<file path="src/rtl/swdt_pkg.sv">
package swdt_pkg;
  // bit positions inside the control word; software decodes these
  localparam int unsigned EN_BIT   = 0;
  localparam int unsigned KILL_BIT = 1;
  localparam int unsigned CNT_LSB  = 2;
endpackage

</file>
<file path="src/rtl/swdt_ctrl.sv">
module swdt_ctrl
  import swdt_pkg::*;
#(
  parameter  int unsigned CNT_W = 6,
  localparam int unsigned REG_W = CNT_W + 2
) (
  input  logic             clk_i,
  input  logic             rst_ni,
  input  logic             wr_en_i,
  input  logic [REG_W-1:0] wr_data_i,
  input  logic             tick_i,
  input  logic             stop_i,
  input  logic             freeze_i,
  input  logic             restore_i,
  output logic [REG_W-1:0] word_o,
  output logic             activate_o,
  output logic             req_o
);
  localparam logic [REG_W-1:0] RST_VAL = {{(REG_W-1){1'b1}}, 1'b0};

  function automatic logic [CNT_W-1:0] cnt_dec(input logic [CNT_W-1:0] c);
    return c - CNT_W'(1);
  endfunction

  logic [REG_W-1:0] word_q, word_d;
  logic             en_q, en_after_wr, count_ev, kill_req, expire_req;
  logic [CNT_W-1:0] cnt_q;

  assign en_q        = word_q[EN_BIT];
  assign cnt_q       = word_q[REG_W-1:CNT_LSB];
  assign en_after_wr = en_q | wr_data_i[EN_BIT];
  assign count_ev    = en_q & tick_i & ~stop_i & ~wr_en_i & ~freeze_i;
  assign activate_o  = ~freeze_i & wr_en_i & ~en_q & wr_data_i[EN_BIT];
  assign kill_req    = ~freeze_i & wr_en_i & en_after_wr & ~wr_data_i[KILL_BIT];
  assign expire_req  = count_ev & (cnt_q == '0);
  assign req_o       = kill_req | expire_req;
  assign word_o      = word_q;

  always_comb begin
    word_d = word_q;
    if (restore_i) begin
      word_d = RST_VAL;
    end else if (!freeze_i) begin
      if (wr_en_i) begin
        word_d = {wr_data_i[REG_W-1:CNT_LSB], wr_data_i[KILL_BIT], en_after_wr};
      end else if (count_ev) begin
        word_d[REG_W-1:CNT_LSB] = cnt_dec(cnt_q);
      end
    end
  end

  always_ff @(posedge clk_i or negedge rst_ni) begin
    if (!rst_ni) word_q <= RST_VAL;
    else         word_q <= word_d;
  end


  disarmed_hold_chk: assert property (@(posedge clk_i) disable iff (!rst_ni)
    (!en_q && !wr_en_i && !restore_i) |=> $stable(word_q));

  dec_step_chk: assert property (@(posedge clk_i) disable iff (!rst_ni)
    (count_ev && cnt_q != '0) |=> (cnt_q == $past(cnt_q) - CNT_W'(1)));

  arm_sticky_chk: assert property (@(posedge clk_i) disable iff (!rst_ni)
    (en_q && !restore_i) |=> en_q);

  stop_freeze_chk: assert property (@(posedge clk_i) disable iff (!rst_ni)
    (stop_i && !wr_en_i && !restore_i) |=> $stable(word_q));
endmodule

</file>
<file path="src/rtl/swdt_holdoff.sv">
module swdt_holdoff #(
  parameter  int unsigned GUARD_CYCLES = 28,
  localparam int unsigned GW = $clog2(GUARD_CYCLES + 1)
) (
  input  logic clk_i,
  input  logic rst_ni,
  input  logic activate_i,
  input  logic req_i,
  input  logic busy_i,
  output logic fire_o
);
  logic [GW-1:0] guard_q;
  logic          pend_q, guard_open;

  assign guard_open = (guard_q == '0) & ~activate_i;
  assign fire_o     = ~busy_i & guard_open & (req_i | pend_q);

  always_ff @(posedge clk_i or negedge rst_ni) begin
    if (!rst_ni) begin
      guard_q <= '0;
      pend_q  <= 1'b0;
    end else if (activate_i) begin
      guard_q <= GW'(GUARD_CYCLES);
      pend_q  <= req_i;
    end else begin
      if (guard_q != '0) guard_q <= guard_q - GW'(1);
      if (fire_o)        pend_q  <= 1'b0;
      else if (req_i)    pend_q  <= 1'b1;
    end
  end

  // checker: cycles since the last arming edge, saturating
  logic [GW-1:0] since_q;
  always_ff @(posedge clk_i or negedge rst_ni) begin
    if (!rst_ni)                          since_q <= GW'(GUARD_CYCLES);
    else if (activate_i)                  since_q <= '0;
    else if (since_q < GW'(GUARD_CYCLES)) since_q <= since_q + GW'(1);
  end


  holdoff_window_chk: assert property (@(posedge clk_i) disable iff (!rst_ni)
    fire_o |-> (since_q >= GW'(GUARD_CYCLES)));

  deferred_issue_chk: assert property (@(posedge clk_i) disable iff (!rst_ni)
    (pend_q && since_q >= GW'(GUARD_CYCLES) && !busy_i && !activate_i) |-> fire_o);
endmodule

</file>
<file path="src/rtl/swdt_pulse.sv">
module swdt_pulse #(
  parameter  int unsigned PULSE_CYCLES = 4,
  localparam int unsigned PW = $clog2(PULSE_CYCLES + 1)
) (
  input  logic clk_i,
  input  logic rst_ni,
  input  logic fire_i,
  output logic busy_o,
  output logic done_o
);
  logic [PW-1:0] left_q;

  always_ff @(posedge clk_i or negedge rst_ni) begin
    if (!rst_ni)            left_q <= '0;
    else if (fire_i)        left_q <= PW'(PULSE_CYCLES);
    else if (left_q != '0)  left_q <= left_q - PW'(1);
  end

  assign busy_o = (left_q != '0);
  assign done_o = (left_q == PW'(1));

  // checker: length of the current high phase
  logic [PW-1:0] hi_len_q;
  always_ff @(posedge clk_i or negedge rst_ni) begin
    if (!rst_ni)      hi_len_q <= '0;
    else if (busy_o)  hi_len_q <= hi_len_q + PW'(1);
    else              hi_len_q <= '0;
  end


  pulse_len_chk: assert property (@(posedge clk_i) disable iff (!rst_ni)
    busy_o |-> (hi_len_q < PW'(PULSE_CYCLES)));

  pulse_end_chk: assert property (@(posedge clk_i) disable iff (!rst_ni)
    done_o |=> !busy_o);
endmodule

</file>
<file path="src/rtl/swdt_top.sv">
module swdt_top #(
  parameter  int unsigned CNT_W        = 6,
  parameter  int unsigned GUARD_CYCLES = 28,
  parameter  int unsigned PULSE_CYCLES = 4,
  localparam int unsigned REG_W        = CNT_W + 2
) (
  input  logic             clk_i,
  input  logic             rst_ni,
  input  logic             wr_en_i,
  input  logic [REG_W-1:0] wr_data_i,
  output logic [REG_W-1:0] rd_data_o,
  input  logic             tick_i,
  input  logic             stop_i,
  output logic             sys_rst_o
);
  localparam logic [REG_W-1:0] RST_VAL = {{(REG_W-1){1'b1}}, 1'b0};

  logic activate, req, fire, busy, done;

  swdt_ctrl #(.CNT_W(CNT_W)) ctrl_i (
    .clk_i(clk_i), .rst_ni(rst_ni), .wr_en_i(wr_en_i), .wr_data_i(wr_data_i),
    .tick_i(tick_i), .stop_i(stop_i), .freeze_i(busy), .restore_i(done),
    .word_o(rd_data_o), .activate_o(activate), .req_o(req)
  );

  swdt_holdoff #(.GUARD_CYCLES(GUARD_CYCLES)) holdoff_i (
    .clk_i(clk_i), .rst_ni(rst_ni), .activate_i(activate), .req_i(req),
    .busy_i(busy), .fire_o(fire)
  );

  swdt_pulse #(.PULSE_CYCLES(PULSE_CYCLES)) pulse_i (
    .clk_i(clk_i), .rst_ni(rst_ni), .fire_i(fire), .busy_o(busy), .done_o(done)
  );

  assign sys_rst_o = busy;


  fire_to_pulse_chk: assert property (@(posedge clk_i) disable iff (!rst_ni)
    fire |=> sys_rst_o);

  restore_value_chk: assert property (@(posedge clk_i) disable iff (!rst_ni)
    $fell(sys_rst_o) |-> (rd_data_o == RST_VAL));
endmodule

</file>
<file path="config.mk">
export PLATFORM = sky130hd
export DESIGN_NAME = swdt_top
export DESIGN_NICKNAME = d
export VERILOG_FILES = /design/src/rtl/swdt_pkg.sv /design/src/rtl/swdt_ctrl.sv /design/src/rtl/swdt_holdoff.sv /design/src/rtl/swdt_pulse.sv /design/src/rtl/swdt_top.sv
export SDC_FILE = /design/constraint.sdc
export NUM_CORES = 1
export LEC_CHECK = 0
export BUFFER_PORTS_ARGS = -buffer_cell sky130_fd_sc_hd__clkbuf_2
export CAP_MARGIN = 20
export CORE_ASPECT_RATIO = 1.25
export CORE_MARGIN = 3
export CORE_UTILIZATION = 50
export CTS_BUF_LIST = sky130_fd_sc_hd__clkbuf_16
export DETAILED_ROUTE_END_ITERATION = 8
export PLACE_DENSITY = 0.74
export RECOVER_POWER = 100
export SYNTH_ARGS = -nofsm -noshare
export SYNTH_HDL_FRONTEND = slang
export SYNTH_SLANG_ARGS = --single-unit
export TNS_END_PERCENT = 1
</file>
<file path="constraint.sdc">
create_clock -name clk_i -period 4.65 [get_ports clk_i]
set_input_delay 0.6975 -clock clk_i [delete_from_list [all_inputs] [get_ports clk_i]]
set_output_delay 0.6975 -clock clk_i [all_outputs]
set_load 0.005 [all_outputs]
</file>
# --- Word level (Yosys, flattened, before mapping) ---
# Index checks and enable logic that the tools add are counted.
totals:
  reg_bits: 17
  inputBits: 13
  out_inout_bits: 9
  elab_cells: 55
classes:
  addsub: 3
  eq_ne: 2
  mux: 12
  bitwise_logic: 22
  n_reduce_logical: 11
op_table:
  columns: ["op", "n"]
  rows:
  - ["8-bit two-way mux", 2]
  - ["1-bit AND", 13]
  - ["6-bit two-way mux", 2]
  - ["5-bit two-way mux", 2]
  - ["3-bit nonzero test", 3]
  - ["6-bit logical NOT", 1]
  - ["3-bit two-way mux", 2]
  - ["1-bit NOT", 6]
  - ["2-bit nonzero test", 3]
  - ["6-bit by 1-bit subtractor with 6-bit output (second input constant)", 1]
  - ["5-bit logical NOT", 1]
  - ["5-bit nonzero test", 1]
  - ["5-bit by 1-bit subtractor with 5-bit output (second input constant)", 1]
  - ["2-bit AND reduction", 2]
  - ["3-bit by 1-bit == test with 1-bit output (second input constant)", 1]
  - ["1-bit two-way mux", 3]
  - ["1-bit OR", 3]
  - ["3-bit by 1-bit subtractor with 3-bit output (second input constant)", 1]
  - ["2-bit two-way mux", 1]
  - ["2-bit inequality test (second input constant)", 1]

# --- Logic depth before layout (Yosys ltp) ---
depth:
  word_depth: 11
  mapped_depth: 7
  mapped_depth_nobuf: 6

# --- Modules after synthesis ---
# From an unflattened synthesis, not the netlist that was laid out.
unflattened:
  hier_cells: 111
  area_unflattened_um2: 1044.8
modules_own_cells:
  columns: ["mod", "n_inst", "cells_each", "area_per_inst_um2", "seq_area_each_um2"]
  rows:
  - ["swdt_ctrl", 1, 63, 546.8, 209.0]
  - ["swdt_holdoff", 1, 30, 299.0, 150.1]
  - ["swdt_pulse", 1, 18, 198.9, 75.1]

# --- Least setup slack after synthesis ---
# Ideal clock, no wire load.
synth_path:
  path_type: "register -> output"
  start: "reg pulse_i.left_q[0]"
  end: "out sys_rst_o"
  arrival_ns: 1.226
  required_ns: 3.953
  setup_slack_ns: 2.727
  path_stages_with_launch: 6
  n_path_buf: 1
  cell_sequence: "dfrtp_1 inv_1 ha_1 and2b_1 clkbuf_1 inv_1"
synth_between:
  elab_chain_cells: 1
synth_rtl:
  columns: ["element", "line_no", "text"]
  rows:
  - ["start, declared", "swdt_pulse.sv:11", "logic [PW-1:0] left_q;"]
  - ["start signal, assigned", "swdt_pulse.sv:15", "else if (fire_i) left_q <= PW'(PULSE_CYCLES);"]
  - ["start signal, assigned", "swdt_pulse.sv:16", "else if (left_q != '0) left_q <= left_q - PW'(1);"]
  - ["3-bit nonzero test", "swdt_pulse.sv:19", "assign busy_o = (left_q != '0);"]
  - ["end, declared", "swdt_top.sv:14", "output logic sys_rst_o"]
# No other way between the ends.

# --- Final worst setup path ---
layout_path:
  start: "reg pulse_i.left_q[0]"
  end: "reg ctrl_i.word_q[6] (netlist: ctrl_i.word_o[6])"
layout_between:
  elab_chain_cells: 5
  elab_cells_between_ends: 8
  cone_classes: "eq/ne: 2; mux: 1; bitwise: 2; reduce/logical: 3"
layout_rtl:
  columns: ["element", "line_no", "text"]
  rows:
  - ["3-bit nonzero test", "swdt_pulse.sv:19", null]
  - ["1-bit NOT", "swdt_ctrl.sv:32", "assign count_ev = en_q & tick_i & ~stop_i & ~wr_en_i & ~freeze_i;"]
  - ["1-bit AND", "swdt_ctrl.sv:32", null]
  - ["3-bit nonzero test (no source line)", null, null]
  - ["2-bit AND reduction (no source line)", null, null]
  - ["end signal, assigned", "swdt_ctrl.sv:54", "else word_q <= word_d;"]
  - ["end, declared", "swdt_ctrl.sv:25", "logic [REG_W-1:0] word_q, word_d;"]
# Parallel ways exist; a longest one is shown, timed or not.
# A chain may end at the register's enable or synchronous reset.

==> metrics.yaml <==
outcome: "completed"
avgViaCountPerCell: 5.93
ys_ff_latch: 17
grt_pass1_wl_um: 3560
grt_max_degree: 20
initial_core_util: 0.532
r2r-end: "ctrl_i.word_o[6]$_DFFE_PN1P_"
dieWidth_um: 47.3
async_flop_share: 1.00
drtAntennaViolNets: 0
yosys.area_share.simple: 0.266
tns_ns: 0
die-area_um2: 2730
slew_viol_final: 0
power.leakage_nw: 0.535
initialDrtViolationCount: 16
gp_congestion: 0.823
r2r_cells: 6
min_from: "pulse_i.left_q[1]$_DFFE_PN0P_"
worst_hold_path.endpoint: "pulse_i.left_q[1]$_DFFE_PN0P_"
synth_top_family_by_area: "simple AND/OR/NAND/NOR gates"
grt.overflow.total: 0
post_cts_resized: 0
grt_pass1_vias: 830
worst_pin_slew_ns: 1.01
holdPathStages: 1
grt_setup_unrepaired: "false"
cts_buffer_depth: 2
yosysWarningCount: 0
num_vias: 889
cap_violations: 0
worstSetupPathType: "reg -> reg"
dr.pass1.iters: 4
root_buffer: "clkbuf_16"
yosys_most_used_dff: "dfrtp_1"
grt_use_total: 0.179
cts_hold_buf: 0
cts_tree: "done"
drt-met1-wl_um: 1020
portBuffers: 21
clk_latency_ns: 0.25
hold_slack_ns: 0.496
avgSynthCellArea_um2: 9.88
crit_path_start_kind: "register"
post_cts_buffers: 0
synth_xor_area_frac: 0
netlist_top_cells_count: "14 x nor2_1, 10 x dfrtp_1, 9 x inv_1"
period_share: 0.522
core-area_um2: 2000
required_ns: 4.82
synth_compound_area_frac: 0.205
numClockSinks: 17
r2r_slack_ns: 2.22
synthDominantCellAreaShare: 0.234
synth-seq-area-share: 0.407
synth_fa_ha_area_frac: 0.0586
hold_path.class: "reg -> reg"
cp.arrival_ns: 2.60
place_area_um2: 1180
cts_max_level: 1
endpoint_kind: "register"
syn-cell-area_um2: 1070
maxUsedRoutingLayer: "met4"
clk_pin_slew_ns: 0.05
synth.area.mux_share: 0.0199
synthCells: 108
hold_violations: 0
ys_types: 41
timing.fmax_mhz: 412
ioPinCount: 22
p_per_area_nw_per_um2: 678
numCtsBuffers: 3
hpwlAfterDp_um: 1640
synth_nets: 126
vdd_drop_max_mv: 0.324
syn_to_final_growth_pct: 12.8
wl_per_cell_um: 14.6
die_h_um: 57.7
timing.final.crit_period_ns: 2.43
fin_skew_ns: 0.00217
antennaDiodeCount: 0
wl_met3_um: 68
slew_headroom: 0.325
antenna_found_initial: 0
synthTopCellsByArea: "dfrtp_1 23%, dfstp_2 17%, ha_1 5.9%"
wl_met2_um: 1050
r2r-start: "pulse_i.left_q[0]$_DFFE_PN0P_"
p_total_mw: 0.816
layout-drive-gt1-share: 0.169
synth_edf_count: 0
fin_area_um2: 1200
yosysMostFrequentCell: "nor2_1"
nNetsFinal: 149
synth_area_leader_cell: "dfrtp_1"
cp_max_fo: 9
fp-row-count: 18
fin_util: 0.600
drc_errors: 0
fill_cells: 179
setup_viol: 0
drt-total-wl_um: 2180
-- how the worst max path moves through the flow --
stage	from	end
after floorplan	pulse_i.left_q[0]$_DFFE_PN0P_	sys_rst_o
after global placement	wr_en_i	holdoff_i.pend_q$_DFFE_PN0P_
after detailed placement	wr_en_i	holdoff_i.pend_q$_DFFE_PN0P_
after CTS	pulse_i.left_q[0]$_DFFE_PN0P_	sys_rst_o
after global routing	pulse_i.left_q[0]$_DFFE_PN0P_	ctrl_i.word_o[6]$_DFFE_PN1P_
final	pulse_i.left_q[0]$_DFFE_PN0P_	ctrl_i.word_o[6]$_DFFE_PN1P_
-- logic make-up after synthesis --
| logic type | after synthesis |
|---|---|
| simple gates | 43 |
| compound gates | 29 |
| flops | 17 |
| buf+inv | 12 |
| fa+ha+maj | 5 |
| mux | 2 |
-- cells in the final DEF (no fill, tap or decap), drive strengths merged, types with 2 or more instances in the layout --
master | Yosys | final
dfstp | 7 | 7
a21oi | 6 | 6
a31oi | 3 | 3
inv | 9 | 10
nor4 | 2 | 2
clkbuf | 2 | 24
a211oi | 3 | 3
o31ai | 4 | 4
nand4b | 2 | 2
nor3b | 4 | 4
ha | 5 | 5
and4b | 2 | 2
nand2b | 2 | 2
nor3 | 7 | 7
nand3b | 2 | 2
o21ai | 5 | 5
dfrtp | 10 | 10
nor2 | 14 | 14
-- final cells by class --
| class | count | area, um^2 | share of cell area |
|---|---|---|---|
| multi-input combinational | 79 | 533 | 0.443 |
| clock inverter | 1 | 3.75 | 0.00312 |
| timing repair buffer | 21 | 98.8 | 0.0821 |
| tap | 20 | 25.0 | 0.0208 |
| clock buffer | 3 | 75.1 | 0.0624 |
| sequential | 17 | 434 | 0.361 |
| inverter | 9 | 33.8 | 0.0281 |
-- registers in the layout, indices dropped and copies added (netlist names) --
register           count
holdoff_i.pend_q       1
holdoff_i.guard_q      5
pulse_i.left_q         3
ctrl_i.word_o          8
-- stage by stage --
step                instances  setup slack [ns]
floorplan                 108              2.73
global placement          146              2.57
detailed placement        146              2.51
CTS                       150              2.31
global route              150              1.96
finish                    150              2.22
-- worst max-delay path, stage by stage (launching register included) --
cell and delay [ns]:
dfrtp_1 0.39, inv_1 0.10, ha_1 0.25, nand4b_1 0.21, o32ai_1 0.87, o21ai_0 0.20
a211o_1 0.34
-- where the power goes --
group	switching, mW	total (mW)	internal, mW
sequential	0.0753	0.313	0.238
combinational	0.181	0.336	0.154
clock	0.0532	0.167	0.114
-- routing by layer --
metal  GRT usage  vias to the layer above
li1            -                      448
met1       0.223                      418
met2       0.291                       18
met3      0.0280                        5
met4      0.0830                        0
met5           0                        -
Note: power is estimated with default switching activity, not from simulation.
